<file path="config.mk">
export PLATFORM = sky130hd
export DESIGN_NAME = segrep_ctrl
export DESIGN_NICKNAME = d
export VERILOG_FILES = /design/src/rtl/segrep_pkg.sv /design/src/rtl/segrep_classify.sv /design/src/rtl/segrep_hole_find.sv /design/src/rtl/segrep_ager.sv /design/src/rtl/segrep_cnt_upd.sv /design/src/rtl/segrep_ctrl.sv
export SDC_FILE = /design/constraint.sdc
export NUM_CORES = 1
export LEC_CHECK = 0
export BUFFER_PORTS_ARGS = -buffer_cell sky130_fd_sc_hd__buf_2
export CAP_MARGIN = 15
export CORE_MARGIN = 2
export CORE_UTILIZATION = 55
export DETAILED_ROUTE_END_ITERATION = 10
export PLACE_DENSITY = 0.85
export SETUP_SLACK_MARGIN = 0.4
export SYNTH_ARGS = -nofsm -noshare
export SYNTH_HDL_FRONTEND = slang
export SYNTH_SLANG_ARGS = --single-unit
export TNS_END_PERCENT = 5
</file>
<file path="constraint.sdc">
create_clock -name clk -period 4.1 [get_ports clk]
set_input_delay 0 -clock clk [delete_from_list [all_inputs] [get_ports clk]]
set_output_delay 0 -clock clk [all_outputs]
set_load 0.05 [all_outputs]
</file>
<file path="src/rtl/segrep_pkg.sv">
package segrep_pkg;

    localparam int SR_ID_W  = 8;
    localparam int SR_CNT_W = 5;

    typedef struct packed {
        logic                vld;
        logic                refb;
        logic                bst;
        logic [SR_CNT_W-1:0] cnt;
        logic [SR_ID_W-1:0]  id;
    } slot_t;

    typedef enum logic [2:0] {
        MV_HOLD  = 3'd0,
        MV_NEW   = 3'd1,
        MV_ABOVE = 3'd2,
        MV_BELOW = 3'd3,
        MV_JUMP  = 3'd4,
        MV_DROP  = 3'd5
    } mv_e;

    typedef enum logic [1:0] {
        SEG_LOW = 2'd0,
        SEG_MID = 2'd1,
        SEG_PRO = 2'd2
    } seg_e;

    function automatic logic [SR_CNT_W-1:0] sat_add(
        input logic [SR_CNT_W-1:0] a,
        input logic [SR_CNT_W-1:0] b
    );
        logic [SR_CNT_W:0] s;
        s = {1'b0, a} + {1'b0, b};
        return s[SR_CNT_W] ? {SR_CNT_W{1'b1}} : s[SR_CNT_W-1:0];
    endfunction

endpackage

</file>
<file path="src/rtl/segrep_classify.sv">
module segrep_classify
    import segrep_pkg::*;
(
    input  logic [SR_CNT_W-1:0] cnt,
    input  logic [SR_CNT_W-1:0] beta,
    input  logic [SR_CNT_W-1:0] alpha,
    output seg_e                seg
);
    always_comb begin
        if (cnt < beta)       seg = SEG_LOW;
        else if (cnt < alpha) seg = SEG_MID;
        else                  seg = SEG_PRO;
    end
endmodule

</file>
<file path="src/rtl/segrep_hole_find.sv">
module segrep_hole_find #(
    parameter  int N     = 3,
    localparam int IDX_W = (N > 1) ? $clog2(N) : 1
) (
    input  logic [N-1:0]     empty,
    output logic             found,
    output logic [IDX_W-1:0] idx
);
    always_comb begin
        found = 1'b0;
        idx   = '0;
        for (int i = 0; i < N; i++) begin
            if (empty[i]) begin
                found = 1'b1;
                idx   = IDX_W'(i);
            end
        end
    end
endmodule

</file>
<file path="src/rtl/segrep_ager.sv">
module segrep_ager #(
    parameter  int PERIOD = 16,
    localparam int CW     = $clog2(PERIOD + 1)
) (
    input  logic clk,
    input  logic rst,
    input  logic push,
    output logic pending
);
    logic [CW-1:0] cnt_q;

    always_ff @(posedge clk) begin
        if (rst) begin
            cnt_q   <= '0;
            pending <= 1'b0;
        end else if (pending) begin
            pending <= 1'b0;
        end else if (push) begin
            if (cnt_q == CW'(PERIOD - 1)) begin
                cnt_q   <= '0;
                pending <= 1'b1;
            end else begin
                cnt_q <= cnt_q + 1'b1;
            end
        end
    end
endmodule

</file>
<file path="src/rtl/segrep_cnt_upd.sv">
module segrep_cnt_upd
    import segrep_pkg::*;
(
    input  logic [SR_CNT_W-1:0] cnt_in,
    input  logic                bst,
    input  logic [SR_CNT_W-1:0] step,
    output logic [SR_CNT_W-1:0] cnt_out
);
    assign cnt_out = sat_add(cnt_in, bst ? step : SR_CNT_W'(1));
endmodule

</file>
<file path="src/rtl/segrep_ctrl.sv">
module segrep_ctrl
    import segrep_pkg::*;
#(
    parameter  int N_LOW      = 3,
    parameter  int N_MID      = 2,
    parameter  int N_PROT     = 3,
    parameter  int AGE_PERIOD = 2 * (N_LOW + N_MID + N_PROT),
    localparam int WAYS       = N_LOW + N_MID + N_PROT,
    localparam int WAY_W      = $clog2(WAYS),
    localparam int IW         = SR_ID_W,
    localparam int CW         = SR_CNT_W
) (
    input  logic              clk,
    input  logic              rst,
    input  logic [CW-1:0]     cfg_beta,
    input  logic [CW-1:0]     cfg_alpha,
    input  logic [CW-1:0]     cfg_step,
    input  logic              miss_valid,
    input  logic [IW-1:0]     miss_id,
    input  logic [CW-1:0]     miss_cnt,
    input  logic              hit_valid,
    input  logic [WAY_W-1:0]  hit_way,
    output logic              aging,
    output logic              hole,
    output logic [WAYS-1:0]   way_valid,
    output logic [WAYS*IW-1:0] way_id,
    output logic [WAYS*CW-1:0] way_cnt,
    output logic [WAYS-1:0]   way_ref,
    output logic [WAYS-1:0]   way_bst,
    output logic [WAYS*3-1:0] way_sel,
    output logic [WAYS-1:0]   evt_valid,
    output logic [WAYS*IW-1:0] evt_id,
    output logic [WAYS*CW-1:0] evt_cnt
);
    localparam int LOW_HI = N_LOW - 1;
    localparam int MID_LO = N_LOW;
    localparam int MID_HI = N_LOW + N_MID - 1;
    localparam int PRO_LO = N_LOW + N_MID;
    localparam int PRO_HI = WAYS - 1;
    localparam int HW     = (N_PROT > 1) ? $clog2(N_PROT) : 1;

    slot_t st_q [WAYS];
    mv_e   mv_q [WAYS];
    logic  evv_q [WAYS];
    logic [IW-1:0] evid_q [WAYS];
    logic [CW-1:0] evcnt_q [WAYS];

    slot_t nxt [WAYS];
    mv_e   mv  [WAYS];
    logic  lv_v [WAYS];
    logic  lv_bst [WAYS];
    logic [IW-1:0] lv_id [WAYS];
    logic [CW-1:0] lv_cnt [WAYS];
    logic [CW-1:0] upd_cnt [WAYS];

    seg_e  seg;
    logic  hole_found;
    logic [HW-1:0] hole_idx;
    logic [N_PROT-1:0] pro_empty;
    logic [WAY_W-1:0] hole_way;
    logic [WAY_W-1:0] up_way;
    logic  push;
    logic  do_rot;
    int    rot_lo, rot_hi;
    slot_t new_rec, hit_rec;

    segrep_classify u_cls (
        .cnt   (miss_cnt),
        .beta  (cfg_beta),
        .alpha (cfg_alpha),
        .seg   (seg)
    );

    for (genvar g = 0; g < N_PROT; g++) begin : g_empty
        assign pro_empty[g] = ~st_q[PRO_LO + g].vld;
    end

    segrep_hole_find #(.N(N_PROT)) u_hole (
        .empty (pro_empty),
        .found (hole_found),
        .idx   (hole_idx)
    );

    segrep_ager #(.PERIOD(AGE_PERIOD)) u_age (
        .clk     (clk),
        .rst     (rst),
        .push    (push),
        .pending (aging)
    );

    assign hole_way = WAY_W'(PRO_LO) + WAY_W'(hole_idx);
    assign up_way   = hit_way + 1'b1;
    assign hole     = hole_found;

    always_comb begin
        for (int i = 0; i < WAYS; i++) begin
            nxt[i]    = st_q[i];
            mv[i]     = MV_HOLD;
            lv_v[i]   = 1'b0;
            lv_bst[i] = 1'b0;
            lv_id[i]  = '0;
            lv_cnt[i] = '0;
        end
        push    = 1'b0;
        do_rot  = 1'b0;
        rot_lo  = 0;
        rot_hi  = LOW_HI;
        new_rec = '{vld: 1'b1, refb: 1'b0, bst: 1'b0, cnt: miss_cnt, id: miss_id};
        hit_rec = st_q[hit_way];
        hit_rec.refb = 1'b1;

        if (aging) begin
            // second-chance sweep of the protected segment
            for (int i = PRO_LO; i <= PRO_HI; i++) begin
                if (st_q[i].vld) begin
                    if (st_q[i].refb) begin
                        nxt[i].refb = 1'b0;
                    end else begin
                        lv_v[i]   = 1'b1;
                        lv_bst[i] = st_q[i].bst;
                        lv_id[i]  = st_q[i].id;
                        lv_cnt[i] = st_q[i].cnt;
                        nxt[i]    = '0;
                        mv[i]     = MV_DROP;
                    end
                end
            end
        end else if (miss_valid) begin
            case (seg)
                SEG_LOW: begin
                    do_rot = 1'b1;
                    rot_lo = 0;
                    rot_hi = LOW_HI;
                end
                SEG_MID: begin
                    do_rot = 1'b1;
                    rot_lo = MID_LO;
                    rot_hi = MID_HI;
                end
                default: begin
                    new_rec.refb = 1'b1;
                    if (hole_found) begin
                        nxt[hole_way] = new_rec;
                        mv[hole_way]  = MV_NEW;
                    end else begin
                        do_rot = 1'b1;
                        rot_lo = PRO_LO;
                        rot_hi = PRO_HI;
                    end
                end
            endcase
            if (do_rot) begin
                for (int i = 0; i < WAYS - 1; i++) begin
                    if (i >= rot_lo && i < rot_hi) begin
                        nxt[i] = st_q[i+1];
                        mv[i]  = MV_ABOVE;
                    end
                end
                nxt[rot_hi] = new_rec;
                mv[rot_hi]  = MV_NEW;
                if (st_q[rot_lo].vld) begin
                    lv_v[rot_lo]   = 1'b1;
                    lv_bst[rot_lo] = st_q[rot_lo].bst;
                    lv_id[rot_lo]  = st_q[rot_lo].id;
                    lv_cnt[rot_lo] = st_q[rot_lo].cnt;
                    push           = 1'b1;
                end
            end
        end else if (hit_valid && st_q[hit_way].vld) begin
            if (int'(hit_way) >= PRO_LO) begin
                for (int i = PRO_LO; i < PRO_HI; i++) begin
                    if (i >= int'(hit_way)) begin
                        nxt[i] = st_q[i+1];
                        mv[i]  = MV_ABOVE;
                    end
                end
                nxt[PRO_HI] = hit_rec;
                mv[PRO_HI]  = (int'(hit_way) == PRO_HI) ? MV_HOLD : MV_JUMP;
            end else if (int'(hit_way) == MID_HI) begin
                hit_rec.bst = 1'b1;
                if (hole_found) begin
                    nxt[hole_way] = hit_rec;
                    mv[hole_way]  = MV_JUMP;
                    nxt[MID_HI]   = '0;
                    mv[MID_HI]    = MV_DROP;
                end else begin
                    nxt[PRO_LO] = hit_rec;
                    mv[PRO_LO]  = MV_BELOW;
                    nxt[MID_HI] = st_q[PRO_LO];
                    mv[MID_HI]  = MV_ABOVE;
                end
            end else begin
                nxt[up_way]  = st_q[hit_way];
                mv[up_way]   = MV_BELOW;
                nxt[hit_way] = st_q[up_way];
                mv[hit_way]  = MV_ABOVE;
            end
        end
    end

    for (genvar g = 0; g < WAYS; g++) begin : g_way
        segrep_cnt_upd u_upd (
            .cnt_in  (lv_cnt[g]),
            .bst     (lv_bst[g]),
            .step    (cfg_step),
            .cnt_out (upd_cnt[g])
        );

        always_ff @(posedge clk) begin
            if (rst) begin
                st_q[g]    <= '0;
                mv_q[g]    <= MV_HOLD;
                evv_q[g]   <= 1'b0;
                evid_q[g]  <= '0;
                evcnt_q[g] <= '0;
            end else begin
                st_q[g]    <= nxt[g];
                mv_q[g]    <= mv[g];
                evv_q[g]   <= lv_v[g];
                evid_q[g]  <= lv_v[g] ? lv_id[g] : '0;
                evcnt_q[g] <= lv_v[g] ? upd_cnt[g] : '0;
            end
        end

        assign way_valid[g]          = st_q[g].vld;
        assign way_id[g*IW +: IW]    = st_q[g].id;
        assign way_cnt[g*CW +: CW]   = st_q[g].cnt;
        assign way_ref[g]            = st_q[g].refb;
        assign way_bst[g]            = st_q[g].bst;
        assign way_sel[g*3 +: 3]     = mv_q[g];
        assign evt_valid[g]          = evv_q[g];
        assign evt_id[g*IW +: IW]    = evid_q[g];
        assign evt_cnt[g*CW +: CW]   = evcnt_q[g];
    end

endmodule

</file>
; Word level (Yosys, flattened, before mapping)
; Memory sizes are Yosys's and may differ from the RTL's.
; Cells that the tools add are included.
; W data, S select, Z words.
[op_classes]
n_bitwise = 56
muxes = 280
n_addsub = 11
eq_ne = 4
magnitude_cmp = 29
n_reduce_logical = 17
[op_table]
columns = op, n
row1 = $mux W128, 8
row2 = $mux W16, 45
row3 = $bwmux W128, 5
row4 = $mux W64, 4
row5 = $mux W8, 29
row6 = $mux W5, 42
row7 = $demux W16 S3, 4
row8 = $mux W32, 6
row9 = $mux W24, 7
row10 = $mux W40, 4
row11 = $mux W80, 2
row12 = $mux W3, 51
row13 = $ge A4 B32 Y1 const A, 3
row14 = $lt A4 B32 Y1 const A, 3
row15 = $mux W48, 2
row16 = $and A64 B64 Y64, 1
row17 = $ge A3 B32 Y1 const A, 2
row18 = $ge A32 B4 Y1 const B, 2
row19 = $lt A3 B32 Y1 const A, 2
row20 = $lt A32 B1 Y1 const B, 2
row21 = $not A32 Y32, 2
row22 = $add A5 B5 Y6, 8
row23 = $mux W15, 3
row24 = $mux W22, 2
row25 = other kinds (42), 158
[word_totals]
mem_count = 5
wordCells = 404
ff_bits = 6
ramBits = 264
input_bits = 35
[memory_table]
columns = name, depth, width, read_ports, rd_clocked_by_memory_dff, wr, line
row1 = st_q, 8, 16, 11, 0, 8, segrep_ctrl.sv:42  ; slot_t st_q [WAYS];
row2 = evid_q, 8, 8, 8, 0, 8, segrep_ctrl.sv:45  ; logic [IW-1:0] evid_q [WAYS];
row3 = evcnt_q, 8, 5, 8, 0, 8, segrep_ctrl.sv:46  ; logic [CW-1:0] evcnt_q [WAYS];
row4 = mv_q, 8, 3, 8, 0, 8, segrep_ctrl.sv:43  ; mv_e mv_q [WAYS];
row5 = evv_q, 8, 1, 8, 0, 8, segrep_ctrl.sv:44  ; logic evv_q [WAYS];

; Longest topological paths before layout
; An unclocked memory read counts as a cell.
[depth]
ltp_word = 23
depth_mapped = 18
ltp_nobuf = 17

; By module
; Synthesis repeated with hierarchy kept, for this count alone.
[unflattened]
hier_cells = 2100
hier_area_um2 = 17122.7
[by_module_without_submodules]
columns = module, area_per_inst_um2, cells_each, instances
row1 = segrep_ctrl, 15270.9, 1861, 1
row2 = segrep_cnt_upd (g_way[0].u_upd ...), 275.3, 38, 3
row3 = segrep_cnt_upd (g_way[3].u_upd ...), 265.3, 33, 2
row4 = segrep_ager, 264.0, 26, 1
row5 = segrep_classify, 211.5, 30, 1
row6 = segrep_hole_find, 20.0, 3, 1

; Least setup slack after synthesis
; Ideal clock, no wire load.
[synth_path]
path_type = register -> register
startpoint = mem st_q[7][15] (netlist bit)
endpoint = mem evcnt_q[0][19] (netlist bit)
required_time_ns = 3.968
arrival_time_ns = 3.331
path_slack_ns = 0.637
setup_ns = 0.132
path_stages_with_launch = 13
synth_period_minus_slack_ns = 3.463
path_cell_list = dfxtp_1 -> and3_1 -> buf_4 -> inv_2 -> a21oi_2 -> o221ai_2 -> or3_1 -> ha_1 -> fa_1 -> a21o_1 -> a21oi_1 -> xor2_1 -> a21oi_1
[synth_rtl]
columns = item, line
row1 = "start, declared", segrep_ctrl.sv:42
row2 = "end, declared", segrep_ctrl.sv:46

==> flow_summary.ini <==
[run_status]
status = finished, final reports clean

[clock_network]
clockBufferDepth = 3
clockRootBuffer = clkbuf_16
cts_buffers = 27
post_cts_buffers = 0
htreeDepth = 1
clkTransAtPathRegs_ns = 0.06
cts_tree = built
cts.sinks = 256
clk_latency_ns = 0.58

[synth]
yosysWarnings = 0
seq_area_frac_synth_pct = 35.0
syn_inst = 1705
ys_async_sr_fraction_pct = 0
ys.flop_type = dfxtp_1
synth_edf_count = 0
synth_area_um2 = 14600
ys_ff_latch = 256
syn_avg_cell_area_um2 = 8.58
synth_compound_area_share_pct = 30.6
synth_top_family_by_area = compound AO/OA/AOI/OAI gates
synth_fa_ha_area_share_pct = 3.93
synth_xor_area_share_pct = 0.898
synth.area.mux_share_pct = 7.23
ys_types = 93
synth-simple-area-share_pct = 15.8

[worst_setup_path]
path_class = in2reg
worst-path-max-fanout = 10
cp-start-kind = input pin
critPathRequiredTime_ns = 4.53
end_kind = flop
critPathArrivalTime_ns = 4.06

[pwr]
pwr-share-clk_pct = 38.9
p_sw_w = 0.00244
leakagePower_nw = 7.73
pwr_density_cell_nw_per_um2 = 397
ir_drop_mv = 0.565
pwr-share-comb_pct = 22.7
p_seq_share_pct = 38.4
p_sw_share_pct = 34.5
p_int_w = 0.00463

[sta]
worstMarginPinSlew_ns = 1.07
hold_violations = 0
timing.slew.headroom_pct = 28.2
max_freq_mhz = 275
period_minus_slack_ns = 3.63
finalCritPeriodShare_pct = 88.6
tns_ns = 0
clock_skew_ns = 0.0114
finalWorstSetupSlack_ns = 0.468
rsz0062_at_grt = true
report.final.slew_viol_count = 0
setup_viol = 0

[detailed_routing]
ant_nets = 0
firstDrtPassIters = 9
drt_iter0_drc = 3233
vias = 17210
vias_per_cell = 7.17
wl_um = 74100
drc = 0
wl_per_cell_um = 30.8

[finish]
area_growth_pct = 21.9
final_cell_mix = buf_2 (285), dfxtp_1 (256), nand2_1 (168)
final_cells = 2401
multi_input_area_um2 = 8750
final_common_cell = buf_2
nets = 2123
stdcell_area_um2 = 17800
seqCellArea_um2 = 5120
drive_above_1_share_pct = 25.0
num-fill-cells = 2053
final_core_util_pct = 68.4

[die]
start_util_pct = 56.2
die_area_um2 = 27900
ios = 301
die_w_um = 167
row_count = 59
core_um2 = 26100
die_y_um = 167

[global_route]
antenna_found_initial = 1
grt_pass1_wl_um = 106000
track_usage_pct = 50.5
grt_max_degree = 70
grt_pass1_vias = 16507
overflow = 0

[placed_design]
port_buffers = 286
post_dp_cell_area_um2 = 16700
place.gp.congestion = 1.10
hpwl_um = 54600
dp_slack_ns = 0.328
placed_cells = 2334

[hold_path]
hold_class = in2reg

[job]
drv_cap = 0
synth_stat cells (7+ instances only):
| cell | number | area [µm²] |
|---|---|---|
| inv_1 | 66 | 248 |
| nand2b_1 | 15 | 93.8 |
| o21a_1 | 7 | 52.6 |
| o31ai_1 | 11 | 82.6 |
| mux2i_1 | 14 | 140 |
| xor2_1 | 8 | 70.1 |
| o21ai_1 | 16 | 80.1 |
| a22oi_1 | 32 | 240 |
| ha_1 | 38 | 475 |
| clkbuf_1 | 51 | 191 |
| o32ai_1 | 12 | 105 |
| a31oi_1 | 13 | 81.3 |
| o2bb2ai_1 | 37 | 324 |
| or3_1 | 7 | 43.8 |
| nor2b_1 | 12 | 75.1 |
| buf_2 | 28 | 140 |
| nor2_1 | 138 | 518 |
| a221o_1 | 8 | 80.1 |
| nand3_1 | 28 | 140 |
| buf_4 | 29 | 218 |
| a211oi_1 | 26 | 195 |
| mux2_2 | 25 | 282 |
| a22o_1 | 7 | 61.3 |
| buf_1 | 10 | 37.5 |
| a21oi_1 | 142 | 711 |
| o221ai_1 | 34 | 298 |
| o21ai_0 | 76 | 380 |
| o22ai_1 | 62 | 388 |
| a221oi_1 | 21 | 184 |
| a222oi_1 | 19 | 190 |
| dfxtp_1 | 256 | 5120 |
| a21o_1 | 34 | 255 |
| nor3_1 | 31 | 155 |
| and2_1 | 31 | 194 |
| xnor2_1 | 7 | 61.3 |
| nand2_1 | 169 | 634 |
| and3_1 | 17 | 106 |
| buf_6 | 9 | 101 |
| mux4_2 | 27 | 608 |
| o211ai_1 | 7 | 52.6 |
| o22a_1 | 13 | 114 |
per-layer routing:
metal / vias to the layer above / part of all wire, % / global-route usage [%] / wire (µm)
li1: 7040 / - / - / -
met1: 7884 / 35 / 62.2 / 25600
met2: 1780 / 41 / 76.0 / 30600
met3: 504 / 15 / 13.7 / 10800
met4: 2 / 9.6 / 37.6 / 7070
met5: - / 0.016 / 0 / 12
flip-flops by register name (all words and copies together) (netlist names):
signal	cells
u_age.cnt_q	5
st_q	128
mv_q	24
evcnt_q	35
evid_q	56
u_age.pending	1
evv_q	7
power by group through the flow:
stage	clock (W)	combinational (W)	sequential [W]
floorplan	0	0.000758	0.00295
global placement	0	0.00149	0.00275
detailed placement	0	0.00150	0.00276
CTS	0.00273	0.00152	0.00270
global route	0.00282	0.00163	0.00271
finish	0.00275	0.00160	0.00272
worst max-delay path, cell delays in order:
cell and delay [ns]:
dlygate4sd3_1 0.51, buf_2 0.30, ha_1 0.33, a21oi_2 0.25, o21a_1 0.31, nand3_1 0.19
nor2_4 0.21, o221ai_4 0.22, or3_1 0.43, ha_1 0.24, fa_1 0.42, a21o_1 0.20
a21oi_1 0.19, xor2_1 0.17, a21oi_1 0.08
area by class of cell:
cell class,instances,area share [%]
clock inverter,14,1.26
multi-input combinational,1297,49.1
clock buffer,35,4.24
timing repair buffer,392,12.8
antenna,1,0.0140
sequential,256,28.7
inverter,71,1.49
tap,335,2.35
final timing paths:
check / slack, ns / depth (start not counted) / startpoint / endpoint
worst max register to register: 0.54 / 12 / st_q[5][15] / evcnt_q[0][19]
worst max-delay path: 0.47 / 15 / miss_cnt[4] / evcnt_q[0][19]
worst min register to register: 0.48 / 2 / u_age.cnt_q[4] / u_age.cnt_q[4]
worst min-delay path: 0.04 / 5 / cfg_step[0] / evcnt_q[1][15]
kinds of logic after synthesis:
| family | Yosys count |
|---|---|
| AO/OA/AOI/OAI | 633 |
| flip-flops | 256 |
| multiplexers | 68 |
| adder cells (fa/ha/maj) | 43 |
| other | 1 |
| XOR/XNOR | 15 |
| AND/OR/NAND/NOR | 491 |
| buffers and inverters | 198 |
timing repair:
action | in CTS | in global routing
endpoints found under the setup margin | 0 | 12
endpoints found under the hold margin | 68 | 0
resized for setup | 0 | 5
hold buffers | 17 | 0
metrics by stage:
stage | hold WS (ns) | total power [W]
6_report | 0.0436 | 0.00707
5_1_grt | 0.0605 | 0.00716
4_1_cts | 0.0230 | 0.00695
3_5_place_dp | 0.409 | 0.00425
3_3_place_gp | 0.407 | 0.00425
2_1_floorplan | 0.164 | 0.00371
(Power assumes the default switching activity.)
